File: config.mk
export PLATFORM = sky130hd
export DESIGN_NAME = sdram_cmd_ctrl
export DESIGN_NICKNAME = d
export VERILOG_FILES = /design/src/rtl/sdr_pkg.sv /design/src/rtl/sdr_tick.sv /design/src/rtl/sdr_refresh_timer.sv /design/src/rtl/sdr_bank_table.sv /design/src/rtl/sdram_cmd_ctrl.sv
export SDC_FILE = /design/constraint.sdc
export NUM_CORES = 1
export LEC_CHECK = 0
export ABC_AREA = 1
export BUFFER_PORTS_ARGS = -buffer_cell sky130_fd_sc_hd__buf_2
export CAP_MARGIN = 20
export CORE_UTILIZATION = 25
export CTS_BUF_LIST = sky130_fd_sc_hd__clkbuf_4 sky130_fd_sc_hd__clkbuf_8
export CTS_CLUSTER_SIZE = 20
export DETAILED_ROUTE_END_ITERATION = 8
export PLACE_DENSITY = 0.48
export SYNTH_ARGS = -nofsm -noshare
export SYNTH_HDL_FRONTEND = slang
export SYNTH_SLANG_ARGS = --single-unit
File: constraint.sdc
create_clock -name clk -period 2.98 [get_ports clk]
set_clock_uncertainty 0.05 [all_clocks]
set_input_delay 0.149 -clock clk [delete_from_list [all_inputs] [get_ports clk]]
set_output_delay 0.149 -clock clk [all_outputs]
set_load 0.02 [all_outputs]
File: src/rtl/sdr_pkg.sv
package sdr_pkg;
    localparam int COL_MAX_W = 11;
    localparam int BANK_W    = 2;
    localparam int NBANK     = 1 << BANK_W;

    typedef enum logic [3:0] {
        C_NOP = 4'd0, C_ACT = 4'd1, C_RD  = 4'd2, C_WR  = 4'd3, C_PRE = 4'd4,
        C_PALL = 4'd5, C_REF = 4'd6, C_MRS = 4'd7, C_SRE = 4'd8, C_SRX = 4'd9
    } sdr_cmd_e;

    typedef enum logic [3:0] {
        S_BOOT, S_IPRE, S_IREF1, S_IREF2, S_IMRS,
        S_IDLE, S_ACT, S_RW, S_REF, S_SRE, S_SELF
    } sdr_state_e;

    typedef struct packed {
        logic       half_rate;
        logic       four_bank;
        logic [1:0] page;
        logic [2:0] trcd;
        logic [2:0] trp;
        logic [3:0] tras;
        logic [1:0] cas;
    } sdr_cfg_t;

    // load value for a wait counter so that the next command lands v ticks later
    function automatic logic [3:0] gap_load(input logic [3:0] v);
        return (v == 4'd0) ? 4'd0 : v - 4'd1;
    endfunction
endpackage

File: src/rtl/sdr_tick.sv
module sdr_tick (
    input  logic clk,
    input  logic rst,
    input  logic half_i,
    output logic tick_o
);
    logic phase;
    always_ff @(posedge clk) begin
        if (rst) phase <= 1'b0;
        else     phase <= ~phase;
    end
    assign tick_o = ~half_i | phase;

    p_half_skip_r9: assert property (@(posedge clk) disable iff (rst)
        (half_i && $past(half_i) && $past(tick_o)) |-> !tick_o);
endmodule

File: src/rtl/sdr_refresh_timer.sv
module sdr_refresh_timer #(
    parameter int RI_W = 16
) (
    input  logic            clk,
    input  logic            rst,
    input  logic            tick,
    input  logic            en,
    input  logic [RI_W-1:0] interval,
    input  logic            served,
    output logic            pending
);
    logic [RI_W-1:0] cnt;
    logic            fire;

    assign fire = tick && en && (interval != '0) && (cnt >= interval - 1'b1);

    always_ff @(posedge clk) begin
        if (rst) begin
            cnt     <= '0;
            pending <= 1'b0;
        end else begin
            if (tick) begin
                if (!en || interval == '0 || fire) cnt <= '0;
                else                               cnt <= cnt + 1'b1;
            end
            pending <= (pending && !served) || fire;
        end
    end

    p_pending_holds_r10: assert property (@(posedge clk) disable iff (rst)
        (pending && !served) |=> pending);
endmodule

File: src/rtl/sdr_bank_table.sv
module sdr_bank_table
    import sdr_pkg::*;
#(
    parameter int ROW_W = 13
) (
    input  logic              clk,
    input  logic              rst,
    input  logic              tick,
    input  logic              act_en,
    input  logic              pre_en,
    input  logic              pall_en,
    input  logic [BANK_W-1:0] bank_i,
    input  logic [ROW_W-1:0]  row_i,
    input  logic [3:0]        tras_i,
    output logic              hit_o,
    output logic              open_o,
    output logic              ras_ok_o,
    output logic              any_open_o,
    output logic              all_ok_o
);
    logic [NBANK-1:0] open_v, ok_v;
    logic [ROW_W-1:0] rows [NBANK];

    for (genvar b = 0; b < NBANK; b++) begin : g_bank
        logic [3:0] ras;
        logic       sel;
        assign sel     = (bank_i == BANK_W'(b));
        assign ok_v[b] = (ras == 4'd0);

        always_ff @(posedge clk) begin
            if (rst) begin
                open_v[b] <= 1'b0;
                rows[b]   <= '0;
                ras       <= 4'd0;
            end else if (act_en && sel) begin
                open_v[b] <= 1'b1;
                rows[b]   <= row_i;
                ras       <= gap_load(tras_i);
            end else begin
                if (tick && ras != 4'd0) ras <= ras - 4'd1;
                if (pall_en || (pre_en && sel)) open_v[b] <= 1'b0;
            end
        end

        p_act_closed_r7: assert property (@(posedge clk) disable iff (rst)
            (act_en && sel) |-> !open_v[b]);
        p_pre_after_tras_r7: assert property (@(posedge clk) disable iff (rst)
            ((pre_en && sel) || pall_en) |-> (ras == 4'd0));
    end

    assign open_o     = open_v[bank_i];
    assign ras_ok_o   = ok_v[bank_i];
    assign hit_o      = open_v[bank_i] && (rows[bank_i] == row_i);
    assign any_open_o = |open_v;
    assign all_ok_o   = &ok_v;
endmodule

File: src/rtl/sdram_cmd_ctrl.sv
module sdram_cmd_ctrl
    import sdr_pkg::*;
#(
    parameter int ROW_W   = 13,
    parameter int REF_GAP = 4,
    parameter int RI_W    = 16,
    localparam int ADDR_W = COL_MAX_W + BANK_W + ROW_W
) (
    input  logic                 clk,
    input  logic                 rst,
    input  logic [15:0]          ctrl,
    input  logic [RI_W-1:0]      ref_interval,
    input  logic                 init_go,
    input  logic                 srf_req,
    input  logic                 req_valid,
    input  logic                 req_write,
    input  logic [ADDR_W-1:0]    req_addr,
    output logic                 req_ack,
    output logic [3:0]           cmd,
    output logic [BANK_W-1:0]    ba,
    output logic [ROW_W-1:0]     row,
    output logic [COL_MAX_W-1:0] col,
    output logic                 rd_valid,
    output logic                 init_done,
    output logic                 self_ref_active
);
    localparam logic [3:0] REF_LOAD = 4'(REF_GAP - 1);

    sdr_cfg_t cfg;
    assign cfg = sdr_cfg_t'(ctrl);

    // address split
    logic [3:0]           cbits;
    logic [ADDR_W-1:0]    above_col, col_mask;
    logic [COL_MAX_W-1:0] a_col;
    logic [BANK_W-1:0]    a_bank;
    logic [ROW_W-1:0]     a_row;
    assign cbits     = 4'd8 + {2'b00, cfg.page};
    assign above_col = req_addr >> cbits;
    assign col_mask  = (ADDR_W'(1) << cbits) - ADDR_W'(1);
    assign a_col     = COL_MAX_W'(req_addr & col_mask);
    assign a_bank    = cfg.four_bank ? above_col[1:0] : {1'b0, above_col[0]};
    assign a_row     = ROW_W'(cfg.four_bank ? (above_col >> 2) : (above_col >> 1));

    logic [2:0] cl_eff;
    assign cl_eff = (cfg.cas == 2'd0) ? 3'd1 : {1'b0, cfg.cas};

    sdr_state_e state, n_state;
    sdr_cmd_e   cmd_q, n_cmd;
    logic [3:0] wait_q, n_wait;
    logic [BANK_W-1:0]    ba_q;
    logic [ROW_W-1:0]     row_q, n_row;
    logic [COL_MAX_W-1:0] col_q;
    logic ack_q, done_q, tick, go, ref_pend;
    logic hit, bopen, bok, any_open, all_ok;
    logic [2:0] rd_pipe;
    logic rdv_q;

    sdr_tick u_tick (.clk(clk), .rst(rst), .half_i(cfg.half_rate), .tick_o(tick));

    assign go = tick && (wait_q == 4'd0) && (state != S_BOOT);

    sdr_bank_table #(.ROW_W(ROW_W)) u_banks (
        .clk(clk), .rst(rst), .tick(tick),
        .act_en(go && n_cmd == C_ACT), .pre_en(go && n_cmd == C_PRE),
        .pall_en(go && n_cmd == C_PALL),
        .bank_i(a_bank), .row_i(a_row), .tras_i(cfg.tras),
        .hit_o(hit), .open_o(bopen), .ras_ok_o(bok),
        .any_open_o(any_open), .all_ok_o(all_ok)
    );

    sdr_refresh_timer #(.RI_W(RI_W)) u_refresh (
        .clk(clk), .rst(rst), .tick(tick),
        .en(done_q && state != S_SELF), .interval(ref_interval),
        .served(go && n_cmd == C_REF && (state == S_IDLE || state == S_REF)),
        .pending(ref_pend)
    );

    always_comb begin
        n_state = state;
        n_cmd   = C_NOP;
        n_wait  = 4'd0;
        n_row   = a_row;
        unique case (state)
            S_IPRE:  begin n_cmd = C_PALL; n_wait = gap_load({1'b0, cfg.trp}); n_state = S_IREF1; end
            S_IREF1: begin n_cmd = C_REF;  n_wait = REF_LOAD; n_state = S_IREF2; end
            S_IREF2: begin n_cmd = C_REF;  n_wait = REF_LOAD; n_state = S_IMRS; end
            S_IMRS:  begin
                n_cmd = C_MRS; n_wait = 4'd1; n_state = S_IDLE;
                n_row = '0; n_row[6:4] = cl_eff;
            end
            S_IDLE: begin
                if (srf_req || ref_pend) begin
                    if (any_open) begin
                        if (all_ok) begin
                            n_cmd   = C_PALL;
                            n_wait  = gap_load({1'b0, cfg.trp});
                            n_state = srf_req ? S_SRE : S_REF;
                        end
                    end else if (srf_req) begin
                        n_cmd = C_SRE; n_state = S_SELF;
                    end else begin
                        n_cmd = C_REF; n_wait = REF_LOAD;
                    end
                end else if (req_valid) begin
                    if (hit) begin
                        n_cmd = req_write ? C_WR : C_RD;
                    end else if (bopen) begin
                        if (bok) begin
                            n_cmd = C_PRE; n_wait = gap_load({1'b0, cfg.trp}); n_state = S_ACT;
                        end
                    end else begin
                        n_cmd = C_ACT; n_wait = gap_load({1'b0, cfg.trcd}); n_state = S_RW;
                    end
                end
            end
            S_ACT:  begin n_cmd = C_ACT; n_wait = gap_load({1'b0, cfg.trcd}); n_state = S_RW; end
            S_RW:   begin n_cmd = req_write ? C_WR : C_RD; n_state = S_IDLE; end
            S_REF:  begin n_cmd = C_REF; n_wait = REF_LOAD; n_state = S_IDLE; end
            S_SRE:  begin n_cmd = C_SRE; n_state = S_SELF; end
            S_SELF: if (!srf_req) begin n_cmd = C_SRX; n_wait = REF_LOAD; n_state = S_IDLE; end
            default: ;
        endcase
    end

    always_ff @(posedge clk) begin
        if (rst) begin
            state  <= S_BOOT;
            wait_q <= 4'd0;
            cmd_q  <= C_NOP;
            ba_q   <= '0;
            row_q  <= '0;
            col_q  <= '0;
            ack_q  <= 1'b0;
            done_q <= 1'b0;
        end else begin
            cmd_q <= C_NOP;
            ack_q <= 1'b0;
            if (state == S_BOOT) begin
                if (init_go) state <= S_IPRE;
            end else if (tick) begin
                if (wait_q != 4'd0) begin
                    wait_q <= wait_q - 4'd1;
                end else begin
                    state  <= n_state;
                    cmd_q  <= n_cmd;
                    wait_q <= n_wait;
                    ba_q   <= a_bank;
                    row_q  <= n_row;
                    col_q  <= a_col;
                    ack_q  <= (n_cmd == C_RD) || (n_cmd == C_WR);
                    if (state == S_IMRS) done_q <= 1'b1;
                end
            end
        end
    end

    // read-valid delay line, advanced once per memory tick
    always_ff @(posedge clk) begin
        if (rst) begin
            rd_pipe <= 3'b000;
            rdv_q   <= 1'b0;
        end else begin
            rdv_q <= 1'b0;
            if (tick) begin
                rd_pipe <= {rd_pipe[1:0], go && n_cmd == C_RD};
                rdv_q   <= rd_pipe[cl_eff - 3'd1];
            end
        end
    end

    assign cmd             = cmd_q;
    assign ba              = ba_q;
    assign row             = row_q;
    assign col             = col_q;
    assign req_ack         = ack_q;
    assign rd_valid        = rdv_q;
    assign init_done       = done_q;
    assign self_ref_active = (state == S_SELF);

    p_ack_is_rw_r11: assert property (@(posedge clk) disable iff (rst)
        req_ack |-> (cmd_q == C_RD || cmd_q == C_WR));
    p_ack_single_r11: assert property (@(posedge clk) disable iff (rst)
        req_ack |=> !req_ack);
    p_quiet_before_init_r1: assert property (@(posedge clk) disable iff (rst)
        !init_done |-> (cmd_q == C_NOP || cmd_q == C_PALL || cmd_q == C_REF || cmd_q == C_MRS));
    p_self_nop_r12: assert property (@(posedge clk) disable iff (rst)
        (state == S_SELF && $past(state == S_SELF)) |-> (cmd_q == C_NOP));
endmodule

==> impl_summary.md, run 1 <==
Final layout
The repair_antennas step left the layout with diodes totalling 0. The most common cell after layout, fill and taps aside is sky130_fd_sc_hd__nand2_1. From synthesis to final layout, the design area changed by 29.4%.

The library cells used most frequently in the layout, excluding fill and tap cells, are sky130_fd_sc_hd__nand2_1, sky130_fd_sc_hd__nand3_1, sky130_fd_sc_hd__nor2_1, sky130_fd_sc_hd__inv_1, sky130_fd_sc_hd__buf_4. Summing all non-filler instances in the final layout gives an area of 0.0111 sq mm. The fraction of final layout cells sized beyond drive strength 1 is 0.212. The core utilization of the finished layout is 0.330.

The number of standard cells in the layout, taps in and fillers out is 1921. The final net count is 1551.

Timing
Based on the critical path, the design can be clocked at up to 365 MHz. Setup repair after global routing left no endpoint under its margin. The routed design could run at a clock period as short as 2.74 ns.

Of the available clock period, the critical path in the final layout requires 0.919. The number of failing hold endpoints at the final stage is 0. The number of pins exceeding their max-slew limit in the final report is 0. In this run the tightest slew margin relative to its limit is 0.630. For the pin with the worst max-slew slack, the measured transition is 0.550 ns.

Adding up every negative setup slack in the final design gives 0 ns. Setup violations remaining at the end of the flow were counted as 0.

Global routing
The global-route usage over all layers is 0.156. The global-route wire length before repair is 43.3 mm. The number of antenna violations at the first check in global routing is 0. Entering global routing, the biggest net connects 35 pins. The leftover overflow at the end of global routing is 0.

The number of global-route vias before repair is 8337.

Floorplan
The initial utilization of the core area, before any placement, comes to 0.255. The count of pins on the block boundary is 98. The number of standard-cell rows in the floorplan is 67. The die width is 187 um. The total die area is 0.0351 sq mm.

The chip height is 187 um. The floorplan core area is 0.0337 sq mm.

Critical path
The signal on the critical path passes through inv_1 -> ha_1 -> nand3_1 -> nor4_1 -> buf_4 -> nand2_1 -> nor2_1 -> nor4_1 -> nand2_2 -> nand2_2 -> nor2_8 -> buf_12 -> nand2_4 -> nand2_1 -> buf_12. The type of destination of the critical path is a register. The capture instance of the worst register-to-register path is u_banks.rows[1][0].

For the worst setup path, the data required time is 3.12 ns. At the worst endpoint, the arrival time is 2.87 ns. The worst-path cell with the longest stage delay is sky130_fd_sc_hd__dfxtp_1. Of all nets on the critical path, the largest fanout is 13.

Across all register-to-register paths, the minimum setup slack is 0.24 ns. The type of the setup path with the least slack is reg2reg. In this design, the stage delay of the slowest critical-path cell is 0.33 ns. The type of element launching the critical path is a register. Measured in cells, the most critical reg-to-reg path has a length of 15. The worst reg2reg path startpoint is u_banks.g_bank[2].ras[0].

CTS
The number of clock buffers inserted by TritonCTS is 17. The cell sitting at the root of the clock tree is a sky130_fd_sc_hd__clkbuf_8. The number of clock sinks is 134.

The maximum buffer depth of the clock tree is 2. The clock latency reported for the late side of the worst-skew pair is 0.47 ns. The maximum level of the CTS H-tree is 4.

The CTS tree is built. The clock-pin slew reported for the worst setup and hold paths after clock tree synthesis is 0.09 ns.

Yosys
The average instance area after synthesis is 6.90 sq um. Counting flops with an async set or reset pin after synthesis yields a share of 0. Synthesis produced 1246 cells. The total of flip-flops plus latches after synthesis is 134. In this run the cell area of the synthesized design comes to 0.00859 sq mm.

The share of the Yosys chip area taken by registers is 0.373. The dominant register cell in the synthesized netlist is sky130_fd_sc_hd__dfxtp_1. For this run, the number of Yosys warnings is 0. The number of nets in the synthesized netlist is 1337. Counting flops with a built-in enable in the synthesized netlist gives 52. The number of different library cells in the post-synthesis netlist is 49.

Power
The maximum resistive drop on vdd is 0.000289 V. Dividing total power by cell area gives a power density of 657 mW/mm^2. The leakage power of the design is 5.39 nW.

Placement
After detailed placement, the design holds a cell count of 1874. Summing all placed instances gives a cell area of 0.0105 sq mm. In this run the tool buffered the top-level ports with 97 buffer cells. The final weighted congestion in routability-driven placement is 0.887.

Summed over all nets, the half-perimeter wirelength after detailed placement is 20.2 mm.

Worst hold path
The depth of the worst hold-timing path is 4. The startpoint of the lowest-slack hold path is ctrl[2]. The worst min-delay path endpoint is u_banks.g_bank[3].ras[0].

The class of the worst hold path is in2reg.

Route
The average via count per standard cell is 4.55. The post-detailed-routing wire length is 26.7 mm. The count of vias placed by the detailed router is 8741. The number of routed nets with antenna violations is 0. The detailed-routing iteration count for the pre-antenna-repair pass is 5. In the routed design, unresolved DRC markers number 0. The DRC marker count from the first detailed-route iteration is 504. After detailed routing, the average wire length per cell comes to 13.9 um.

Flow run
The number of violations of the max-capacitance limit is 0.

Run status
The flow ran to the end, and the final reports show no timing, DRC or antenna violations.
-- routing by layer --
metal	vias to the layer above	track usage	routed length, um
met5	-	0	0
met1	4046	0.205	12800
met2	161	0.263	12800
met4	0	0.0463	367
li1	4516	-	-
met3	18	0.0236	779
-- cell usage after synthesis (2+ instances only) --
library cell,instances,area (sq um)
sky130_fd_sc_hd__buf_6,3,33.8
sky130_fd_sc_hd__edfxtp_1,52,1560
sky130_fd_sc_hd__xnor2_1,6,52.6
sky130_fd_sc_hd__clkbuf_1,17,63.8
sky130_fd_sc_hd__nand3b_1,11,82.6
sky130_fd_sc_hd__nand2_2,3,18.8
sky130_fd_sc_hd__a21oi_1,63,315
sky130_fd_sc_hd__o21ai_1,6,30.0
sky130_fd_sc_hd__a211oi_1,3,22.5
sky130_fd_sc_hd__inv_2,10,37.5
sky130_fd_sc_hd__o211ai_1,5,37.5
sky130_fd_sc_hd__nand3_1,173,866
sky130_fd_sc_hd__nor3_1,16,80.1
sky130_fd_sc_hd__ha_1,27,338
sky130_fd_sc_hd__a22oi_1,2,15.0
sky130_fd_sc_hd__or2_2,10,62.6
sky130_fd_sc_hd__buf_2,16,80.1
sky130_fd_sc_hd__dfxtp_1,82,1640
sky130_fd_sc_hd__nor2_1,164,616
sky130_fd_sc_hd__xor2_1,20,175
sky130_fd_sc_hd__a221oi_1,3,26.3
sky130_fd_sc_hd__nor4_1,5,31.3
sky130_fd_sc_hd__nand3_4,2,35.0
sky130_fd_sc_hd__nand3_2,8,80.1
sky130_fd_sc_hd__nand4_1,10,62.6
sky130_fd_sc_hd__nand2_4,5,56.3
sky130_fd_sc_hd__o221ai_1,2,17.5
sky130_fd_sc_hd__buf_4,6,45.0
sky130_fd_sc_hd__o2111ai_1,3,26.3
sky130_fd_sc_hd__o21ai_0,44,220
sky130_fd_sc_hd__nand2_1,322,1210
sky130_fd_sc_hd__inv_1,130,488
-- metrics by stage --
step,power [W],setup slack [ns],hold slack [ns]
3_5_place_dp,0.00568,-0.349,0.332
4_1_cts,0.00740,0.150,0.00566
6_report,0.00731,0.241,0.0373
3_3_place_gp,0.00565,-0.269,0.319
5_1_grt,0.00789,0.0170,0.0158
2_1_floorplan,0.00447,0.00273,0.234
-- logic make-up (layout without fill, tap and decap cells) --
group	count (synthesis)	count (layout)	share of synthesized area
AOI/OAI and AO/OA	141	141	0.0920
DFF	134	134	0.373
xor gates and xnor gates	26	26	0.0265
buffers and inverters	184	411	0.0893
and+or+nand+nor	734	734	0.380
adders and majority gates	27	27	0.0393
-- worst max-delay path: cells and delay by family, from the launching register on --
family                   cells  cell delay (ns)
buffers and inverters        4             0.57
flip-flops                   1             0.33
adder cells (fa/ha/maj)      1             0.19
AND/OR/NAND/NOR             10             1.29
-- worst max path at each step --
stage / start / end / slack (ns) / cells after the start
floorplan: ref_interval[0] / u_refresh.cnt[2] / 0.003 / 20
global placement: ref_interval[0] / u_refresh.cnt[4] / -0.27 / 22
detailed placement: ref_interval[0] / u_refresh.cnt[7] / -0.35 / 22
CTS: ref_interval[0] / u_refresh.cnt[7] / 0.15 / 22
global route: u_banks.g_bank[2].ras[0] / u_banks.rows[3][1] / 0.02 / 15
finish: u_banks.g_bank[2].ras[0] / u_banks.rows[1][0] / 0.24 / 15
-- report_power, final --
| group | switching, W | internal, W | leakage, nW |
|---|---|---|---|
| combinational | 0.00199 | 0.00123 | 3.98 |
| clock | 0.000820 | 0.000845 | 0.204 |
| sequential | 0.000192 | 0.00223 | 1.21 |
| total | 0.00300 | 0.00431 | 5.39 |
-- flip-flops by register name, indices dropped and copies added, names as in the netlist --
name / count
u_refresh.cnt: 16
u_banks.open_v: 4
wait_q: 4
u_refresh.pending: 1
u_tick.phase: 1
ba: 2
rd_pipe: 3
row: 13
u_banks.g_bank.ras: 16
state: 4
col: 11
cmd: 4
rd_valid: 1
req_ack: 1
u_banks.rows: 52
init_done: 1
-- final cells by class --
class / count / area, sq um
Clock buffer: 18 / 241
Clock inverter: 14 / 173
Fill cell: 3686 / 22600
Inverter: 140 / 526
Multi-Input combinational cell: 928 / 4670
Sequential cell: 134 / 3200
Tap cell: 448 / 561
Timing Repair Buffer: 239 / 1750
-- what timing repair did --
item,CTS,global route
setup endpoints to repair,0,14
hold buffers,13,0
hold endpoints to repair,11,0
buffers inserted,0,2
resized for setup,0,11
(Power assumes the default switching activity.)
==> run 2, diff against run 1 <==
--- a/config.mk
+++ b/config.mk
@@ -12,7 +12,7 @@
 export CTS_BUF_LIST = sky130_fd_sc_hd__clkbuf_4 sky130_fd_sc_hd__clkbuf_8
 export CTS_CLUSTER_SIZE = 20
 export DETAILED_ROUTE_END_ITERATION = 8
-export PLACE_DENSITY = 0.48
+export PLACE_DENSITY = 0.39
 export SYNTH_ARGS = -nofsm -noshare
 export SYNTH_HDL_FRONTEND = slang
 export SYNTH_SLANG_ARGS = --single-unit
==> run 2 against run 1 <==
  * Setup slack worse by 0.026 ns
  * Clock-buffer cell count up 4
  * Largest power group unchanged
  * Critical path depth down 1
  * Largest cell class unchanged
  * Sequential share of layout area up 0.13 points
  * Clock power up 5%
  * Critical path type unchanged
  * Global-route usage up 0.92 points
  * Die area unchanged
==> impl_summary.md, run 2 (synthesis gave the netlist of run 1 again) <==
Run status
The run finished with clean final reports.

Power
The net switching component of the power is 0.00307 W (+2.3%). The maximum resistive drop on vdd is 0.000335 V (+16%). The combinational cell fraction of total power is 0.440 (about the same). The power per cell area is 673 mW/mm^2 (+2.4%).

The power share of the sequential group is 0.326 (-0.006). The clock share of power is 0.234 (+0.006). The cell internal power dissipation is 0.00438 W (+1.7%). The net switching share of the total power came to 0.412 (+0.00126). The leakage power of the design is 5.39 nW (about the same).

Placement
The number of input and output port buffers inserted was 97 (unchanged). The cell total after placement is 1876 (+0.11%). The sum of net half-perimeters after detailed placement was 21.4 mm (+6.2%). The final weighted congestion in routability-driven placement is 0.819 (-7.7%).

Timing
The tightest hold margin is 0.0311 ns (-0.00616 ns). The achievable frequency came to 362 MHz (-0.93%). The transition time of the tightest slew-check pin came to 0.553 ns (+0.00396 ns). The total of endpoints with negative setup slack in the final report is 0 (unchanged). The number of failing hold endpoints at the final stage was 0 (unchanged). Setup repair after global routing left no endpoint under its margin. The number of pins exceeding their max-slew limit in the final report is 0 (unchanged). The post-route minimum period is 2.76 ns (+0.0256 ns). The worst slew margin relative to its limit was 0.628 (-0.00267). The final cycle utilization of the critical path is 0.928 (+0.00860).

Critical path
The critical path starts at u_banks.g_bank[2].ras[0]. The total buffers and inverters traversed by the critical path is 3 (-1). Walking the worst path, the cells encountered are inv_1 -> ha_1 -> nand3_2 -> nor4_2 -> buf_4 -> nand2_1 -> nor2_1 -> nor4_1 -> nand2_2 -> nand2_2 -> nor2_8 -> nand2_4 -> nand2_1 -> buf_12. The maximum cell stage delay along the critical path was 0.33 ns (about the same). The cell family contributing the most delay on the critical path is simple AND/OR/NAND/NOR gates. The data arrival time of the critical path is 2.88 ns (about the same). The end point of the critical path is u_banks.rows[2][11]. The cell depth of the worst setup path is 14 (-1). The worst register-to-register path ends at u_banks.rows[2][11].

The maximum fanout along the worst path came to 13 (unchanged). The startpoint identified for the worst register-to-register timing path is u_banks.g_bank[2].ras[0]. The reg2reg setup slack is 0.22 ns (-0.03 ns). The type of the setup path with the least slack is reg2reg.

The worst-path cell with the longest stage delay is sky130_fd_sc_hd__dfxtp_1. The type of destination of the critical path is a register. The number of cells traversed by the worst register-to-register path came to 14 (-1). The type of element launching the critical path is a register.

The required time of the critical path is 3.10 ns (-0.02 ns).

Final layout
The final net count is 1551 (unchanged). The number of inserted diodes is 0 (unchanged). The largest registers in the layout are u_banks.rows (52), u_banks.g_bank.ras (16), u_refresh.cnt (16). Compared with the post-synthesis result, the final layout area differs by 28.8%. The fraction of final layout cells sized beyond drive strength 1 came to 0.209 (-0.00339). The register with the highest flop count is u_banks.rows. The library cells used most frequently in the layout, excluding fill and tap cells, are sky130_fd_sc_hd__nand2_1, sky130_fd_sc_hd__nand3_1, sky130_fd_sc_hd__nor2_1, sky130_fd_sc_hd__inv_1, sky130_fd_sc_hd__buf_4. The number of standard cells in the layout, taps in and fillers out is 1921 (unchanged). The number of flip-flops under the largest register name is 52 (unchanged). The most common cell after layout, fill and taps aside is sky130_fd_sc_hd__nand2_1.

CTS
The maximum buffer depth of the clock tree is 2 (unchanged). The clock-pin slew reported for the worst setup and hold paths after clock tree synthesis is 0.08 ns (about the same). TritonCTS built the clock tree. The maximum level of the CTS H-tree is 4 (unchanged). The tree is rooted in a sky130_fd_sc_hd__clkbuf_8. The number of clock sinks is 134 (unchanged). The number of clock buffers inserted by TritonCTS came to 17 (unchanged).

The clock latency reported for the late side of the worst-skew pair is 0.46 ns (about the same).

Global routing
The number of global-route vias before repair is 8477 (+1.7%). The number of antenna violations at the first check in global routing is 0 (unchanged). The global-route wire length before repair was 45.6 mm (+5.2%). The global-route usage over all layers was 0.165 (+0.00923). The maximum number of pins on one net before global-route repair was 35 (unchanged). The leftover overflow at the end of global routing was 0 (unchanged).

Route
The detailed-routing iteration count for the pre-antenna-repair pass is 7 (+2). The number of routed nets with antenna violations is 0 (unchanged). The post-detailed-routing wire length is 28.4 mm (+6.6%). The average via count per standard cell was 4.50 (-1.1%).

The DRC violation count after routing is 0 (unchanged). The DRC marker count from the first detailed-route iteration is 556 (+10%). The detail-routed net length per standard cell came to 14.8 um (+6.6%). The count of vias placed by the detailed router is 8646 (-1.1%).

Floorplan
The chip height came to 187 um (unchanged). The starting utilization of the core area is 0.255 (unchanged). The floorplan core area was 0.0337 sq mm (unchanged).

The die width came to 187 um (unchanged). The number of standard-cell rows in the floorplan was 67 (unchanged). The total die area came to 0.0351 sq mm (unchanged). The count of pins on the block boundary is 98 (unchanged).

Flow run
The number of violations of the max-capacitance limit is 0 (unchanged).

Worst hold path
The class of the worst hold path is in2reg.
[run 2: cell types whose count changed in the layout (fill, tap and decap cells not counted), moves of 2 or more]
| cell | change |
|---|---|
| sky130_fd_sc_hd__clkinvlp_4 | -2 |
| sky130_fd_sc_hd__inv_1 | +3 |
| sky130_fd_sc_hd__clkbuf_8 | +4 |
| sky130_fd_sc_hd__nand2_2 | -2 |
| sky130_fd_sc_hd__buf_12 | -6 |
| sky130_fd_sc_hd__inv_2 | -3 |
| sky130_fd_sc_hd__nand2_1 | +2 |
| sky130_fd_sc_hd__buf_4 | +6 |
[run 2: through the flow]
stage / power, W / setup WS [ns] / utilization / cell area (sq um) / setup TNS, ns
after floorplan: 0.00447 / 0.00273 / - / 8610 / 0
after global placement: 0.00572 / -0.267 / 0.311 / 10500 / -17.74
after detailed placement: 0.00571 / -0.342 / 0.311 / 10500 / -21.23
after CTS: 0.00751 / 0.0750 / 0.327 / 11000 / 0
after global routing: 0.00805 / 0.00565 / 0.329 / 11100 / 0
final: 0.00745 / 0.215 / 0.329 / 11100 / 0
[run 2: layout make-up]
class	instances	area, sq um
Clock buffer	22	297
Clock inverter	10	139
Fill cell	3707	22600
Inverter	140	526
Multi-Input combinational cell	929	4680
Sequential cell	134	3200
Tap cell	448	561
Timing Repair Buffer	238	1670
[run 2: routing by layer]
metal	vias up	global-route usage	share of wire
met5	-	0	0
met4	0	0.0353	0.0087
met3	14	0.0235	0.028
met2	136	0.268	0.46
met1	3969	0.232	0.50
li1	4527	-	-
[run 2: power by group through the flow]
stage	Sequential, W	Clock, W	Combinational, W
2_1_floorplan	0.00260	0	0.00187
3_3_place_gp	0.00247	0	0.00325
3_5_place_dp	0.00247	0	0.00324
4_1_cts	0.00243	0.00180	0.00328
5_1_grt	0.00248	0.00186	0.00371
6_report	0.00243	0.00174	0.00328
[run 2: worst min-delay path by stage]
stage                                          end  cells after the start  slack, ns         from
after floorplan                             col[0]                      2       0.23  req_addr[0]
after CTS                 u_banks.g_bank[2].ras[0]                      4      0.005      ctrl[2]
after global routing                        col[9]                      4       0.02  req_addr[9]
after detailed placement                    col[6]                      3       0.33  req_addr[6]
after global placement                      col[0]                      3       0.32  req_addr[0]
final                     u_banks.g_bank[2].ras[0]                      4       0.03      ctrl[2]
[run 2: what timing repair did]
item                                    CTS  global route
setup buffers                             0             0
hold endpoints to repair                 10             0
gates resized for setup                   1             6
hold buffers                             12             0
pin swaps                                 0             2
gates cloned                              0             1
endpoints found under the setup margin    1            93
[run 2: worst reg2reg max path, stage by stage, from the launching register on]
cell,delay (ns)
sky130_fd_sc_hd__dfxtp_1,0.33
sky130_fd_sc_hd__inv_1,0.07
sky130_fd_sc_hd__ha_1,0.20
sky130_fd_sc_hd__nand3_2,0.16
sky130_fd_sc_hd__nor4_2,0.31
sky130_fd_sc_hd__buf_4,0.17
sky130_fd_sc_hd__nand2_1,0.06
sky130_fd_sc_hd__nor2_1,0.19
sky130_fd_sc_hd__nor4_1,0.10
sky130_fd_sc_hd__nand2_2,0.12
sky130_fd_sc_hd__nand2_2,0.12
sky130_fd_sc_hd__nor2_8,0.21
sky130_fd_sc_hd__nand2_4,0.07
sky130_fd_sc_hd__nand2_1,0.13
sky130_fd_sc_hd__buf_12,0.18
